==> src/rtl/spi_wf_pkg.sv <==
package spi_wf_pkg;
  localparam logic [1:0] SEL_CTRL = 2'd0;
  localparam logic [1:0] SEL_ADDR = 2'd1;
  localparam logic [1:0] SEL_DATA = 2'd2;
  localparam logic [1:0] SEL_OPC  = 2'd3;
  localparam logic [1:0] CMD_READ = 2'd1;

  // index of each timing field inside the packed timing vector
  localparam int K_SETUP = 0;
  localparam int K_HIGH  = 1;
  localparam int K_LOW   = 2;
  localparam int K_HOLD  = 3;
  localparam int K_GAP   = 4;
  localparam int N_PHASE = 5;

  typedef enum logic [2:0] {
    ST_IDLE, ST_SETUP, ST_HIGH, ST_LOW, ST_HOLD, ST_GAP
  } wf_state_t;
endpackage

==> src/rtl/spi_wf_timer.sv <==
module spi_wf_timer #(
  parameter int PH_W = 4
) (
  input  logic            clk,
  input  logic            rst,
  input  logic            load_i,
  input  logic [PH_W-1:0] len_i,
  output logic            expire_o
);
  logic [PH_W-1:0] cnt_q;

  always_ff @(posedge clk) begin
    if (rst) begin
      cnt_q <= '0;
    end else if (load_i) begin
      cnt_q <= (len_i == '0) ? '0 : len_i - PH_W'(1);
    end else if (cnt_q != '0) begin
      cnt_q <= cnt_q - PH_W'(1);
    end
  end

  assign expire_o = (cnt_q == '0);
endmodule

==> src/rtl/spi_wf_regs.sv <==
module spi_wf_regs
  import spi_wf_pkg::*;
#(
  parameter int PH_W   = 4,
  parameter int ADDR_W = 24,
  parameter int DATA_W = 32,
  parameter int OP_W   = 8,
  parameter int REG_W  = 32
) (
  input  logic                     clk,
  input  logic                     rst,
  input  logic                     wr_en_i,
  input  logic [1:0]               wr_sel_i,
  input  logic [REG_W-1:0]         wr_data_i,
  input  logic [1:0]               rd_sel_i,
  output logic [REG_W-1:0]         rd_data_o,
  input  logic                     done_i,
  input  logic                     cap_en_i,
  input  logic [DATA_W-1:0]        cap_data_i,
  output logic                     go_o,
  output logic [1:0]               cmd_o,
  output logic                     wait_o,
  output logic [N_PHASE*PH_W-1:0]  tim_o,
  output logic [ADDR_W-1:0]        addr_o,
  output logic [OP_W-1:0]          op_o
);
  localparam int TIM_W = N_PHASE * PH_W;
  localparam int CF_W  = TIM_W + 3;
  localparam logic [CF_W-1:0] CTRL_RST =
    {1'b0, CMD_READ, PH_W'(3), PH_W'(2), PH_W'(2), PH_W'(2), PH_W'(2)};

  logic [CF_W-1:0]   ctrl_q;
  logic              go_q;
  logic [ADDR_W-1:0] addr_q;
  logic [OP_W-1:0]   op_q;
  logic [DATA_W-1:0] data_q;
  logic [REG_W-1:0]  ctrl_view;
  logic              accept;
  logic              unused_wr_bits;

  assign unused_wr_bits = ^wr_data_i;
  assign accept = wr_en_i && !go_q;

  always_comb begin
    ctrl_view            = '0;
    ctrl_view[CF_W-1:0]  = ctrl_q;
    ctrl_view[REG_W-1]   = go_q;
  end

  always_ff @(posedge clk) begin
    if (rst) begin
      ctrl_q    <= CTRL_RST;
      go_q      <= 1'b0;
      addr_q    <= '0;
      op_q      <= OP_W'(8'h03);
      data_q    <= '0;
      rd_data_o <= '0;
    end else begin
      if (accept && wr_sel_i == SEL_CTRL) begin
        ctrl_q <= wr_data_i[CF_W-1:0];
        go_q   <= wr_data_i[REG_W-1];
      end else if (done_i) begin
        go_q <= 1'b0;
      end
      if (accept && wr_sel_i == SEL_ADDR) addr_q <= wr_data_i[ADDR_W-1:0];
      if (accept && wr_sel_i == SEL_OPC)  op_q   <= wr_data_i[OP_W-1:0];
      if (cap_en_i) data_q <= cap_data_i;
      case (rd_sel_i)
        SEL_CTRL: rd_data_o <= ctrl_view;
        SEL_ADDR: rd_data_o <= REG_W'(addr_q);
        SEL_DATA: rd_data_o <= REG_W'(data_q);
        default:  rd_data_o <= REG_W'(op_q);
      endcase
    end
  end

  assign go_o   = go_q;
  assign tim_o  = ctrl_q[TIM_W-1:0];
  assign cmd_o  = ctrl_q[TIM_W+1:TIM_W];
  assign wait_o = ctrl_q[TIM_W+2];
  assign addr_o = addr_q;
  assign op_o   = op_q;

  AST_BUSY_WRITE_DROPPED: assert property (@(posedge clk) disable iff (rst)
    (go_q && wr_en_i && wr_sel_i == SEL_ADDR) |=> $stable(addr_q));
  AST_DATA_ONLY_ON_CAPTURE: assert property (@(posedge clk) disable iff (rst)
    !cap_en_i |=> $stable(data_q));
  AST_GO_CLEARS_ON_DONE: assert property (@(posedge clk) disable iff (rst)
    $fell(go_q) |-> $past(done_i));
endmodule

==> src/rtl/spi_wf_engine.sv <==
module spi_wf_engine
  import spi_wf_pkg::*;
#(
  parameter int PH_W   = 4,
  parameter int ADDR_W = 24,
  parameter int DATA_W = 32,
  parameter int OP_W   = 8
) (
  input  logic                    clk,
  input  logic                    rst,
  input  logic                    go_i,
  input  logic [1:0]              cmd_i,
  input  logic                    wait_i,
  input  logic                    ready_i,
  input  logic [N_PHASE*PH_W-1:0] tim_i,
  input  logic [OP_W-1:0]         op_i,
  input  logic [ADDR_W-1:0]       addr_i,
  input  logic                    miso_i,
  output logic                    sclk_o,
  output logic                    cs_n_o,
  output logic                    mosi_o,
  output logic                    done_o,
  output logic                    cap_en_o,
  output logic [DATA_W-1:0]       cap_data_o
);
  localparam int FRAME_W = OP_W + ADDR_W + DATA_W;
  localparam int BIT_W   = $clog2(FRAME_W + 1);

  wf_state_t          state_q, state_n;
  logic [FRAME_W-1:0] sreg_q;
  logic [BIT_W-1:0]   bit_q;
  logic               sclk_q, cs_n_q, mosi_q;
  logic               load, expire, last;
  logic [PH_W-1:0]    len;
  logic [PH_W-1:0]    t_setup, t_high, t_low, t_hold, t_gap;

  assign t_setup = tim_i[K_SETUP*PH_W +: PH_W];
  assign t_high  = tim_i[K_HIGH*PH_W  +: PH_W];
  assign t_low   = tim_i[K_LOW*PH_W   +: PH_W];
  assign t_hold  = tim_i[K_HOLD*PH_W  +: PH_W];
  assign t_gap   = tim_i[K_GAP*PH_W   +: PH_W];
  assign last    = (bit_q == BIT_W'(FRAME_W));

  spi_wf_timer #(.PH_W(PH_W)) u_timer (
    .clk      (clk),
    .rst      (rst),
    .load_i   (load),
    .len_i    (len),
    .expire_o (expire)
  );

  always_comb begin
    state_n  = state_q;
    load     = 1'b0;
    len      = '0;
    done_o   = 1'b0;
    cap_en_o = 1'b0;
    case (state_q)
      ST_IDLE: if (go_i) begin
        if (cmd_i != CMD_READ) begin
          done_o = 1'b1;
        end else if (!wait_i || ready_i) begin
          state_n = ST_SETUP; load = 1'b1; len = t_setup;
        end
      end
      ST_SETUP: if (expire) begin
        state_n = ST_HIGH; load = 1'b1; len = t_high;
      end
      ST_HIGH: if (expire) begin
        load = 1'b1;
        if (last) begin
          state_n = ST_HOLD; len = t_hold; cap_en_o = 1'b1;
        end else begin
          state_n = ST_LOW; len = t_low;
        end
      end
      ST_LOW: if (expire) begin
        state_n = ST_HIGH; load = 1'b1; len = t_high;
      end
      ST_HOLD: if (expire) begin
        state_n = ST_GAP; load = 1'b1; len = t_gap;
      end
      ST_GAP: if (expire) begin
        state_n = ST_IDLE; done_o = 1'b1;
      end
      default: state_n = ST_IDLE;
    endcase
  end

  always_ff @(posedge clk) begin
    if (rst) begin
      state_q <= ST_IDLE;
      sreg_q  <= '0;
      bit_q   <= '0;
      sclk_q  <= 1'b0;
      cs_n_q  <= 1'b1;
      mosi_q  <= 1'b0;
    end else begin
      state_q <= state_n;
      sclk_q  <= (state_n == ST_HIGH);
      cs_n_q  <= (state_n == ST_IDLE) || (state_n == ST_GAP);
      if (state_q == ST_IDLE && state_n == ST_SETUP) begin
        sreg_q <= {op_i, addr_i, DATA_W'(0)};
        bit_q  <= '0;
        mosi_q <= op_i[OP_W-1];
      end
      if (state_n == ST_HIGH && state_q != ST_HIGH) begin
        sreg_q <= {sreg_q[FRAME_W-2:0], miso_i};
        bit_q  <= bit_q + BIT_W'(1);
      end
      if (state_q == ST_HIGH && state_n == ST_LOW)  mosi_q <= sreg_q[FRAME_W-1];
      if (state_q == ST_HIGH && state_n == ST_HOLD) mosi_q <= 1'b0;
    end
  end

  assign cap_data_o = sreg_q[DATA_W-1:0];
  assign sclk_o     = sclk_q;
  assign cs_n_o     = cs_n_q;
  assign mosi_o     = mosi_q;

  AST_CLK_NEEDS_SELECT: assert property (@(posedge clk) disable iff (rst)
    sclk_q |-> !cs_n_q);
  AST_MOSI_STEADY_HIGH: assert property (@(posedge clk) disable iff (rst)
    sclk_q |-> $stable(mosi_q));
  AST_FRAME_UNDER_GO: assert property (@(posedge clk) disable iff (rst)
    !cs_n_q |-> go_i);
  AST_WAIT_HOLDS_OFF: assert property (@(posedge clk) disable iff (rst)
    (state_q == ST_IDLE && go_i && cmd_i == CMD_READ && wait_i && !ready_i)
      |=> cs_n_q);
  AST_REJECT_NO_FRAME: assert property (@(posedge clk) disable iff (rst)
    (state_q == ST_IDLE && go_i && cmd_i != CMD_READ) |=> (cs_n_q && !go_i));
endmodule

==> src/rtl/spi_word_fetch.sv <==
module spi_word_fetch
  import spi_wf_pkg::*;
#(
  parameter int PH_W   = 4,
  parameter int ADDR_W = 24,
  parameter int DATA_W = 32,
  parameter int OP_W   = 8,
  parameter int REG_W  = 32
) (
  input  logic             clk,
  input  logic             rst,
  input  logic             reg_wr_en,
  input  logic [1:0]       reg_wr_sel,
  input  logic [REG_W-1:0] reg_wr_data,
  input  logic [1:0]       reg_rd_sel,
  output logic [REG_W-1:0] reg_rd_data,
  input  logic             flash_ready,
  output logic             spi_sclk,
  output logic             spi_cs_n,
  output logic             spi_mosi,
  input  logic             spi_miso
);
  localparam int TIM_W = N_PHASE * PH_W;

  logic              go, wait_en, done, cap_en;
  logic [1:0]        cmd;
  logic [TIM_W-1:0]  tim;
  logic [ADDR_W-1:0] addr;
  logic [OP_W-1:0]   opc;
  logic [DATA_W-1:0] cap_data;

  spi_wf_regs #(
    .PH_W(PH_W), .ADDR_W(ADDR_W), .DATA_W(DATA_W), .OP_W(OP_W), .REG_W(REG_W)
  ) u_regs (
    .clk        (clk),
    .rst        (rst),
    .wr_en_i    (reg_wr_en),
    .wr_sel_i   (reg_wr_sel),
    .wr_data_i  (reg_wr_data),
    .rd_sel_i   (reg_rd_sel),
    .rd_data_o  (reg_rd_data),
    .done_i     (done),
    .cap_en_i   (cap_en),
    .cap_data_i (cap_data),
    .go_o       (go),
    .cmd_o      (cmd),
    .wait_o     (wait_en),
    .tim_o      (tim),
    .addr_o     (addr),
    .op_o       (opc)
  );

  spi_wf_engine #(
    .PH_W(PH_W), .ADDR_W(ADDR_W), .DATA_W(DATA_W), .OP_W(OP_W)
  ) u_engine (
    .clk        (clk),
    .rst        (rst),
    .go_i       (go),
    .cmd_i      (cmd),
    .wait_i     (wait_en),
    .ready_i    (flash_ready),
    .tim_i      (tim),
    .op_i       (opc),
    .addr_i     (addr),
    .miso_i     (spi_miso),
    .sclk_o     (spi_sclk),
    .cs_n_o     (spi_cs_n),
    .mosi_o     (spi_mosi),
    .done_o     (done),
    .cap_en_o   (cap_en),
    .cap_data_o (cap_data)
  );
endmodule

==> config.mk <==
export PLATFORM = sky130hd
export DESIGN_NAME = spi_word_fetch
export DESIGN_NICKNAME = d
export VERILOG_FILES = /design/src/rtl/spi_wf_pkg.sv /design/src/rtl/spi_wf_timer.sv /design/src/rtl/spi_wf_regs.sv /design/src/rtl/spi_wf_engine.sv /design/src/rtl/spi_word_fetch.sv
export SDC_FILE = /design/constraint.sdc
export NUM_CORES = 1
export LEC_CHECK = 0
export ABC_CLOCK_PERIOD_IN_PS = 5600
export BUFFER_PORTS_ARGS = -buffer_cell sky130_fd_sc_hd__buf_2
export CORE_AREA = 4 4 131 133
export DETAILED_ROUTE_END_ITERATION = 8
export DIE_AREA = 0 0 135 137
export PLACE_DENSITY = 0.77
export SLEW_MARGIN = 20
export SYNTH_ARGS = -nofsm -noshare
export SYNTH_HDL_FRONTEND = slang
export SYNTH_SLANG_ARGS = --single-unit
==> constraint.sdc <==
create_clock -name clk -period 5.6 [get_ports clk]
set_clock_uncertainty 0.05 [all_clocks]
set_input_delay 0.56 -clock clk [delete_from_list [all_inputs] [get_ports clk]]
set_output_delay 0.56 -clock clk [all_outputs]
set_load 0.01 [all_outputs]
### Yosys cells after proc, flatten, opt, wreduce, memory -nomap -nowiden

Cells that the tools add are included.

* logic and storage cells: 99
* output and inout port bits: 35
* bits in registers: 201

* equal/unequal tests: 17
* reductions and logical operators: 26
* mux-type cells: 40
* $add $sub $neg: 3

Operators by type and width (count)
* 64-bit two-way mux: 2
* 32-bit one-hot mux with 3 select lines: 1
* 4-bit two-way mux: 10
* 3-bit two-way mux: 8
* 4-bit one-hot mux with 4 select lines: 1
* 3-bit one-hot mux with 5 select lines: 1
* 7-bit two-way mux: 2
* 1-bit two-way mux: 13
* 3-bit by 2-bit == test with 1-bit output (second input constant): 4
* 3-bit == test (second input constant): 4
* 1-bit logical AND: 8
* 4-bit zero test: 2
* 2-bit nonzero test: 4
* 4-bit by 1-bit subtractor with 4-bit output (second input constant): 2
* 7-bit by 1-bit adder with 7-bit output (second input constant): 1
* 7-bit == test (second input constant): 1
* 3-bit by 1-bit == test with 1-bit output (second input constant): 2
* 3-bit zero test: 2
* 2-bit by 1-bit == test with 1-bit output (second input constant): 2
* 2-bit == test (second input constant): 2
* 2-bit zero test: 2
* 1-bit one-hot mux with 2 select lines: 2
* 4-bit nonzero test: 1
* 2-bit OR reduction: 2
* other kinds (5): 7

### Depth between registers and ports, before layout

* word-level depth: 10
* gate-level depth with buffers: 10

### By module

Synthesis repeated with hierarchy kept, for this count alone.

* cells, all modules: 941
* area, all modules: 8876.0 µm²

By module, submodules not included
* spi_wf_regs: instances 1, cells each 438, area an instance 4724.5 µm², sequential area each 2402.3 µm²
* spi_wf_engine: instances 1, cells each 470, area an instance 3862.5 µm², sequential area each 1541.5 µm²
* spi_wf_timer: instances 1, cells each 33, area an instance 289.0 µm², sequential area each 80.1 µm²

### Least setup slack after synthesis

Ideal clock, no wire load.

* path type: reg-to-reg
* from: register u_engine.u_timer.cnt_q[0]
* to: register u_engine.u_timer.cnt_q[2]
* clock period less this slack: 2.111 ns
* arrival time: 1.939 ns
* setup time: 0.122 ns
* stages on the path, launching flop included: 9
* required time: 5.428 ns
* slack: 3.489 ns
* cells stage by stage: dfxtp_1 -> inv_1 -> ha_1 -> or3b_1 -> or3_1 -> buf_6 -> o221a_1 -> a41oi_1 -> a21oi_1

* word-level cells in the longest chain between the ends: 6
* elaborated cells on any way between the ends: 15
* classes of those cells: add/sub: 2; mux: 9; reduce/logical: 4

Ends and longest elaborated chain
* from (decl): RTL line spi_wf_timer.sv:10 `logic [PH_W-1:0] cnt_q;`
* from (signal assigned): RTL line spi_wf_timer.sv:16 `cnt_q <= (len_i == '0) ? '0 : len_i - PH_W'(1);`
* from (signal assigned): RTL line spi_wf_timer.sv:18 `cnt_q <= cnt_q - PH_W'(1);`
* 4-bit zero test: RTL line spi_wf_timer.sv:22 `assign expire_o = (cnt_q == '0);`
* 4-bit two-way mux (on tied branches)
* 4-bit one-hot mux with 4 select lines: RTL line spi_wf_engine.sv:58 `case (state_q)`
* 4-bit by 1-bit subtractor with 4-bit output / 4-bit zero test (equally long branches): RTL line spi_wf_timer.sv:16
* 4-bit two-way mux: RTL line spi_wf_timer.sv:16
* 4-bit two-way mux: RTL line spi_wf_timer.sv:15 `end else if (load_i) begin`

Several ways; a longest one is shown, not always the timed one. The select of a mux whose other input is x is not followed.
A chain may end at the register's enable or synchronous reset.

### Worst setup path in the final report

* from: register u_engine.u_timer.cnt_q[0]
* to: register u_regs.data_q[19]

* word-level cells in the longest chain between the ends: 3

Ends and longest elaborated chain
* 4-bit zero test: RTL line spi_wf_timer.sv:22
* 1-bit two-way mux: RTL line spi_wf_engine.sv:69 `ST_HIGH: if (expire) begin`
* 1-bit two-way mux: RTL line spi_wf_engine.sv:58
* to (signal assigned): RTL line spi_wf_regs.sv:67 `if (cap_en_i) data_q <= cap_data_i;`
* to (decl): RTL line spi_wf_regs.sv:36 `logic [DATA_W-1:0] data_q;`

Every way passes these cells.

==> run_results.csv <==
group,metric,value,unit
outcome,outcome,"finished, final reports clean",
floorplanning,die_x,135,um
synth,synth_commonest_cells,"nand2_1, dfxtp_1, a21oi_1",
synth,yosysSeqAreaShare,0.5124,
finish,area_growth,13.83,%
sta,maxSlewHeadroom,0.3136,
synth,synth-edff-count,0,
sta,setup_slack,2601,ps
routing,dr.pass1.iters,5,
routing,wl_per_cell,16.24,um
place,pre_cts_ws,2472,ps
clock_tree,clockRootBuffer,"clkbuf_16",
clock_tree,cts_max_path_buffers,3,
finish,n_fill_cell,1363,
synth,synth_mux_area_frac,0.04971,
critical_path,max_stage_delay,690,ps
critical_path,critPathLaunchType,"flop",
global_route,grt.total_usage,0.2019,
critical_path,r2r_setup_slack,2600,ps
synth,async_flop_share,0,
floorplanning,dieArea,0.01850,mm2
sta,report.final.setup_viol,0,
sta,tightest_slew,1030,ps
critical_path,critPathLaunch,"u_engine.u_timer.cnt_q[0]",
global_route,grt_max_degree,147,
critical_path,worstPathRequired,5960,ps
synth,yosys.area_share.simple,0.1981,
sta,drv_slew,0,
critical_path,criticalPathCategory,"flop to flop",
synth,synth_compound_area_frac,0.1898,
place,dpl_cell_area,0.008227,mm2
sta,post-route-min-period,2999,ps
clock_tree,htreeDepth,1,
hold_path,hold_class,"primary input to flop",
floorplanning,num_rows,46,
routing,viasPerCell,5.565,
clock_tree,postCtsHoldBufs,0,
synth,ys_warn_count,0,
routing,num_vias,6500,
floorplanning,start_util,0.4961,
finish,drive_above_1_share,0.1355,
synth,synth_area_leaders,"dfxtp_1, nand2_1, a21oi_1",
clock_tree,cts_setup_buffers,0,
global_route,grt_pass1_vias,5964,
global_route,grt_overflow,0,
synth,synth_adder_area_share,0.004780,
synth,synth_fp_nets,958,
run,maxCapViolations,0,
floorplanning,io_pins,76,
critical_path,cp_max_fo,32,
routing,drtIter0Drc,618,
floorplanning,coreArea,0.01583,mm2
global_route,antenna_found_initial,0,
clock_tree,cts_tree,"built",
synth,ys_types,53,
clock_tree,cts_resized,0,
power,peakVddDrop,0.0002221,V
synth,synth_area,0.007853,mm2
finish,utilization,0.5647,
synth,synth_top_area_frac,0.5124,
routing,wirelength,18970,um
power,power.density,370.5,mW/mm2
place,io_buffer_count,68,
place,hpwlAfterDp,11940,um
global_route,grt_pass1_wl,30500,um
sta,tns,0,ps
critical_path,crit_path_top_delay_cell,"or3_1",
critical_path,path_cells,"inv_1 -> ha_1 -> or3b_1 -> or3_1 -> nor2_4 -> nand2_1 -> a21oi_1",
power,finalPower,3312,uW
floorplanning,die_h,137,um
sta,finalCritPeriodShare,0.5356,
clock_tree,cts_sinks,201,
synth,synth-seq-cells,201,
routing,drcViolationCount,0,
power,cellLeakagePower,0.003288,uW
critical_path,worst_r2r_startpoint,"u_engine.u_timer.cnt_q[0]",
critical_path,endpoint_kind,"flop",
synth,synth_top_family_by_area,"simple AND/OR/NAND/NOR gates",
finish,nNetsFinal,983,
hold_path,hold_path.startpoint,"reg_wr_data[13]",
sta,fmax,333.4,MHz
routing,antenna_left,0,
synth,yosysMostFrequentCell,"nand2_1",
sta,rsz0062_at_grt,"no",
sta,hold_viol_final,0,
critical_path,crit_arrival,3360,ps
place,gp_congestion,0.8464,
synth,synth_top_cell_by_area,"dfxtp_1",
clock_tree,worstSkewPairLatency,500,ps
clock_tree,clk_pin_slew,60,ps
clock_tree,cts_buffers,21,
synth,netlist_instances,914,
synth,synth-main-ff-cell,"dfxtp_1",
synth,syn_area_per_cell,8.591,um2
synth,synth_xor_area_frac,0.004461,
finish,antenna_cells,0,
finish,design_area,0.008939,mm2
worst paths after layout:
check                        endpoint  depth (start not counted)
setup reg to reg    u_regs.data_q[19]                          7
hold reg to reg   u_engine.sreg_q[60]                          2
hold / removal      u_regs.ctrl_q[13]                          3
setup / recovery    u_regs.data_q[19]                          7
state kept, by name, summed over array words and instances, names as in the netlist, 3 cells and up:
| name | count |
|---|---|
| u_engine.sreg_q | 64 |
| u_regs.ctrl_q | 23 |
| u_engine.bit_q | 7 |
| u_regs.data_q | 32 |
| u_engine.u_timer.cnt_q | 4 |
| u_regs.addr_o | 24 |
| u_regs.rd_data_o | 32 |
| u_regs.op_o | 8 |
| u_engine.state_q | 3 |
stage by stage:
step                      hold slack (ps)  instances
after floorplan                     379.6        914
after global placement              389.9       1132
after detailed placement            393.1       1132
after CTS                           227.8       1168
after global routing                235.6       1168
final                               236.6       1168
placed cells by master, fill, tap and decap left out, drive strengths merged, types with 3 or more instances in the layout:
cell    netlist  layout
o211ai        3       3
a21oi       141     141
nor2         74      74
bufinv        0       3
a22oi        67      67
and2         10      10
o21ai         7       7
nand2       221     221
or3           3       3
nand3         3       3
clkbuf       50      29
nand3b       14      14
and3          3       3
ha            3       3
dfxtp       201     201
inv           5       6
nor2b        14      14
buf          22      74
a211oi        3       3
a31oi         3       3
mux4          8       8
nor3          6       6
mux2i        21      21
nand2b        4       4
cell type report:
cell class | instances | area (um2) | share of cell area
clock inverters | 7 | 116.4 | 0.01302
inverters | 5 | 18.77 | 0.002100
well taps | 216 | 270.3 | 0.03024
flip-flops and latches | 201 | 4024 | 0.4502
repair buffers | 74 | 391.6 | 0.04381
clock buffers | 29 | 595.6 | 0.06663
multi-input cells | 636 | 3522 | 0.3940
worst max-delay path: cells and delay by family (launching register included):
family / cells / cell delay, ps
buffers and inverters: 1 / 60
adders and majority gates: 1 / 210
DFF: 1 / 330
and+or+nand+nor: 4 / 2090
AOI/OAI and AO/OA: 1 / 170
where the power goes:
part / total (uW) / switching, uW / internal, uW
clock network: 1430 / 546 / 880
logic: 378 / 250 / 128
registers: 1510 / 36.0 / 1470
cells by family after synthesis:
family	Yosys count
muxes	29
xor gates and xnor gates	4
DFF	201
adders and majority gates	3
AOI/OAI and AO/OA	238
buffers and inverters	77
and+or+nand+nor	362
per-layer routing:
layer	up-vias	track usage	wire length, um
li1	3180	-	-
met2	247	0.3168	8603
met3	43	0.03456	1343
met5	-	0	0
met4	0	0.07335	567
met1	3030	0.2817	8458
No activity file was read; power rests on OpenSTA's default activity.
